File: config.mk
export PLATFORM = sky130hd
export DESIGN_NAME = colacc_top
export DESIGN_NICKNAME = d
export VERILOG_FILES = /design/src/rtl/colacc_pkg.sv /design/src/rtl/colacc_column_ctr.sv /design/src/rtl/colacc_weighted_sum.sv /design/src/rtl/colacc_seq.sv /design/src/rtl/colacc_top.sv
export SDC_FILE = /design/constraint.sdc
export NUM_CORES = 1
export LEC_CHECK = 0
export BUFFER_PORTS_ARGS = -buffer_cell sky130_fd_sc_hd__buf_4
export CORE_AREA = 2 2 115 73
export CTS_CLUSTER_DIAMETER = 150
export DETAILED_ROUTE_END_ITERATION = 12
export DIE_AREA = 0 0 117 75
export PLACE_DENSITY = 0.61
export SYNTH_ARGS = -nofsm -noshare
export SYNTH_HDL_FRONTEND = slang
export SYNTH_HIERARCHICAL = 1
export SYNTH_SLANG_ARGS = --single-unit
File: constraint.sdc
create_clock -name clk -period 7.5 [get_ports clk]
set_input_delay 1.125 -clock clk [delete_from_list [all_inputs] [get_ports clk]]
set_output_delay 1.125 -clock clk [all_outputs]
set_load 0.02 [all_outputs]
File: src/rtl/colacc_pkg.sv
package colacc_pkg;
  typedef enum logic [1:0] {
    JOB_IDLE  = 2'd0,
    JOB_RUN   = 2'd1,
    JOB_FLUSH = 2'd2
  } job_state_e;
endpackage

File: src/rtl/colacc_column_ctr.sv
module colacc_column_ctr #(
  parameter int CW = 3
) (
  input  logic          clk,
  input  logic          rst_n,
  input  logic          clr,
  input  logic          take,
  input  logic          bit_in,
  output logic [CW-1:0] count
);
  always_ff @(posedge clk or negedge rst_n) begin
    if (!rst_n)                count <= '0;
    else if (clr)              count <= '0;
    else if (take && bit_in)   count <= count + CW'(1);
  end
endmodule

File: src/rtl/colacc_weighted_sum.sv
module colacc_weighted_sum #(
  parameter int N  = 8,
  parameter int CW = 3
) (
  input  logic [N*CW-1:0]   counts,
  output logic [N+CW-1:0]   total
);
  localparam int RW = N + CW;

  function automatic logic [RW-1:0] place(input logic [CW-1:0] c, input int col);
    return RW'(c) << col;
  endfunction

  always_comb begin
    total = '0;
    for (int j = 0; j < N; j++) begin
      total = total + place(counts[j*CW +: CW], j);
    end
  end
endmodule

File: src/rtl/colacc_seq.sv
module colacc_seq
  import colacc_pkg::*;
#(
  parameter int M  = 7,
  parameter int CW = 3
) (
  input  logic clk,
  input  logic rst_n,
  input  logic start,
  input  logic valid,
  output logic take,
  output logic fin
);
  job_state_e      state;
  logic [CW-1:0]   tally;
  logic            last_word;

  assign take      = (state == JOB_RUN) && valid && !start;
  assign last_word = (tally == CW'(M - 1));
  assign fin       = (state == JOB_FLUSH);

  always_ff @(posedge clk or negedge rst_n) begin
    if (!rst_n) begin
      state <= JOB_IDLE;
      tally <= '0;
    end else if (start) begin
      state <= JOB_RUN;
      tally <= '0;
    end else begin
      case (state)
        JOB_RUN: if (take) begin
          if (last_word) state <= JOB_FLUSH;
          else           tally <= tally + CW'(1);
        end
        JOB_FLUSH: state <= JOB_IDLE;
        default:   state <= JOB_IDLE;
      endcase
    end
  end
endmodule

File: src/rtl/colacc_top.sv
module colacc_top #(
  parameter int N = 8,
  parameter int M = 7
) (
  input  logic                         clk,
  input  logic                         rst_n,
  input  logic                         start_i,
  input  logic                         valid_i,
  input  logic [N-1:0]                 operand_i,
  output logic                         done_o,
  output logic [N+$clog2(M+1)-1:0]     sum_o
);
  localparam int CW = $clog2(M + 1);
  localparam int RW = N + CW;

  logic            accept;
  logic            fin;
  logic [N*CW-1:0] col_counts;
  logic [RW-1:0]   wsum;

  colacc_seq #(.M(M), .CW(CW)) u_seq (
    .clk   (clk),
    .rst_n (rst_n),
    .start (start_i),
    .valid (valid_i),
    .take  (accept),
    .fin   (fin)
  );

  for (genvar j = 0; j < N; j++) begin : g_col
    colacc_column_ctr #(.CW(CW)) u_ctr (
      .clk    (clk),
      .rst_n  (rst_n),
      .clr    (start_i),
      .take   (accept),
      .bit_in (operand_i[j]),
      .count  (col_counts[j*CW +: CW])
    );
  end

  colacc_weighted_sum #(.N(N), .CW(CW)) u_wsum (
    .counts (col_counts),
    .total  (wsum)
  );

  always_ff @(posedge clk or negedge rst_n) begin
    if (!rst_n) begin
      done_o <= 1'b0;
      sum_o  <= '0;
    end else begin
      done_o <= fin;
      if (fin) sum_o <= wsum;
    end
  end
endmodule

==> summary.md <==
| Metric | Value |
|---|---|
| Status | complete, no violations |
| Via count | 1596 |
| Number of buffers created by CTS | 5 |
| Fraction of synthesized area in multiplexers | 11.89% |
| Synthesized Nets | 250 |
| Area delta synth->final | 17.56% |
| I/O pins | 24 |
| Starting DRT DRC Count | 81 |
| Final Util | 39.23% |
| Sequential area share after synthesis | 40.12% |
| Synth Warn # | 6 |
| Post-CTS sizing | 0 |
| Relative slew slack | 37.62% |
| Max FO, Critical Path | 3 |
| Slowest Stage Delay on Critical Path | 540 ps |
| Drc violations | 0 |
| Worst skew pair latency | 280 ps |
| Initial Utilization | 33.37% |
| Drt via density | 4.667 |
| Rows | 25 |
| Combinational family with the most area after synthesis | adder cells |
| Max-cap violations | 0 |
| Total core area | 7664 um2 |
| Post-synthesis register bit count | roughly 40 |
| RSZ-0062 raised after global routing | no |
| Gr usage total | about 12% |
| Clk sinks | 41 |
| Fin. Hold Viols | 0 |
| Post-synth top flop | dfrtp_1 |
| Fillers | between 700 and 800 |
| Simple-Gate Fraction of Synth Area | 13.01% |
| Slowest CP cell | fa_1 |
| Layout cells sized above 1 | 34.19% |
| Post-synth EDFFs | 0 |
| Max rail drop VDD | 68.57 uV |
| Kind of critical path | reg -> reg |
| Nature of the critical path endpoint | register |
| Pwr dens | 160.1 nW/um2 |
| Crit path time final | 3932 ps |
| Max-slew violation count | 0 |
| Startpoint types | register |
| Initial antenna violation count | 0 |
| Commonest non-fill, non-tap cell in the layout | dfrtp_1 |
| Fin Clk Skew | around 5.5 ps |
| CTS root buffer | clkbuf_16 |
| Buf/Inv on CP | 2 |
| Port Buf Inserts | 23 |
| Compound-Gate Fraction of Synth Area | 12.52% |
| Final WL | 4.805 mm |
| Post-synth cell types | 25 |
| Largest net degree at the start of global routing | 42 |
| Clock tree buffer depth | 2 |
| Setup violators final | 0 |
| Period utilization | 52.42% |
| Crit path cell chain | fa_1 -> ha_1 -> a21o_1 -> a21oi_1 -> xnor2_1 -> fa_1 -> inv_1 -> fa_1 -> inv_1 -> ha_1 -> fa_1 -> a21o_1 -> a21oi_2 -> xnor2_1 -> mux2_4 |
| Overflow after GRT | 0 |
| Max Freq | around 250 MHz |
| Vias in the first global route | 1571 |
| Hold Path Class | reg -> reg |
| Cell mode on critical path | fa_1 |
| Worst slew pin tran | 934.7 ps |
| Die area | a little under 9000 um2 |
| Worst endpoint required time | 7670 ps |
| Commonest cells after routing, fill and taps aside | 41 x dfrtp_1, 26 x ha_1, 25 x buf_4, 21 x a21oi_1, 18 x mux2_4 |
| Final ANT Viol Nets | 0 |
| Delay-heaviest family, CP | adder cells |
| Post-CTS Setup Bufs | 0 |
| Total negative slack | 0 ps |
| First-pass GRT wire length | 8.038 mm |
| Final nets | 280 |
| Post-Synthesis Cells | 204 |
| Pre-antenna DRT Iters | 4 |
| Synth Cell Area | 2557 um2 |
| Hpwl dp | 3.396 mm |
| Post-synthesis xor/xnor area fraction | 1.712% |
| Mean post-synth cell area | about 13 um2 |
| RePlAce Congestion | 0.7435 |
| Routed WL per cell | 14.05 um |
| FFs w/ async S/R, synth | 100.0% |
| CTS Hold Buffers Added | 0 |
| H-tree Lvls | 2 |
| Die X | 117 um |
| Synth Area in Adders | 18.98% |
| Worst EP arrival | 4100 ps |
| Leakage | 1.578 nW |
| CTS tree | yes |
| Antenna diodes | 0 |
| Die Y | about 75 um |
| Clk slew on worst S/H paths | ~60 ps |
-- kinds of logic after synthesis --
| family | Yosys count |
|---|---|
| AO/OA/AOI/OAI | 44 |
| XOR/XNOR | 5 |
| adder cells (fa/ha/maj) | 34 |
| buffers and inverters | 9 |
| flip-flops | 41 |
| multiplexers | 21 |
| AND/OR/NAND/NOR | 50 |
-- final timing paths --
path / depth (start not counted) / endpoint / slack (ps) / from
worst max-delay path: 15 / sum_o[10]$_DFFE_PN0P_ / 3570 / g_col[1].u_ctr/count[2]$_DFFE_PN0P_
worst min-delay path: 1 / sum_o[1]$_DFFE_PN0P_ / 510 / sum_o[1]$_DFFE_PN0P_
worst max register to register: 15 / sum_o[10]$_DFFE_PN0P_ / 3570 / g_col[1].u_ctr/count[2]$_DFFE_PN0P_
worst min register to register: 1 / sum_o[1]$_DFFE_PN0P_ / 510 / sum_o[1]$_DFFE_PN0P_
max in group asynchronous: 1 / g_col[7].u_ctr/count[2]$_DFFE_PN0P_ / 6300 / rst_n
min in group asynchronous: 1 / g_col[5].u_ctr/count[0]$_DFFE_PN0P_ / 830 / rst_n
-- layer usage --
metal	track usage (%)	up-vias	share of wire (%)
met4	4.052	0	1.3
met3	4.428	6	4.7
met2	16.63	27	39
li1	-	790	-
met1	18.11	773	55
met5	0	-	0
-- final cells by class --
class,instances,area [um2],area share (%)
repair buffers,25,187.7,6.242
clock buffers,7,142.6,4.744
multi-input cells,154,1489,49.52
inverters,7,26.28,0.8739
well taps,108,135.1,4.494
flip-flops and latches,41,1026,34.12
-- cells in the mapped netlist (all sizes together) (3+ instances only) --
cell type,n,area (um2)
a21bo,16,160.2
a21o,4,30.03
a21oi,22,113.9
and2b,8,60.06
dfrtp,41,1026
fa,8,160.2
ha,26,325.3
inv,7,26.28
mux2,21,304.0
nand3,17,125.1
nand3b,9,80.08
nor2,13,48.80
xnor2,3,26.28
-- report_power, final --
part / internal, W / switching (W) / leakage, nW
clock: 0.000131 / 0.0000823 / 0.0700
combinational: 0.0000161 / 0.0000233 / 0.945
sequential: 0.000225 / 0.00000409 / 0.563
-- flip-flops by register name, indices dropped and copies added (netlist names) --
signal and count:
sum_o 11, u_seq/tally 3, u_seq/state 2, g_col.u_ctr/count 24, done_o 1
-- per-stage QoR --
step                      area (um2)  total power [W]  hold WS [ps]  worst slack (ps)  std cells
after detailed placement        2864        0.0002735         496.2              3551        335
final                           3007        0.0004815         509.6              3568        342
after CTS                       3007        0.0004901         515.3              3556        342
after global placement          2864        0.0002723         496.2              3658        335
after global routing            3007        0.0005071         525.8              3457        342
after floorplan                 2557        0.0002518         515.6              3744        204
No activity file was read; power rests on OpenSTA's default activity.
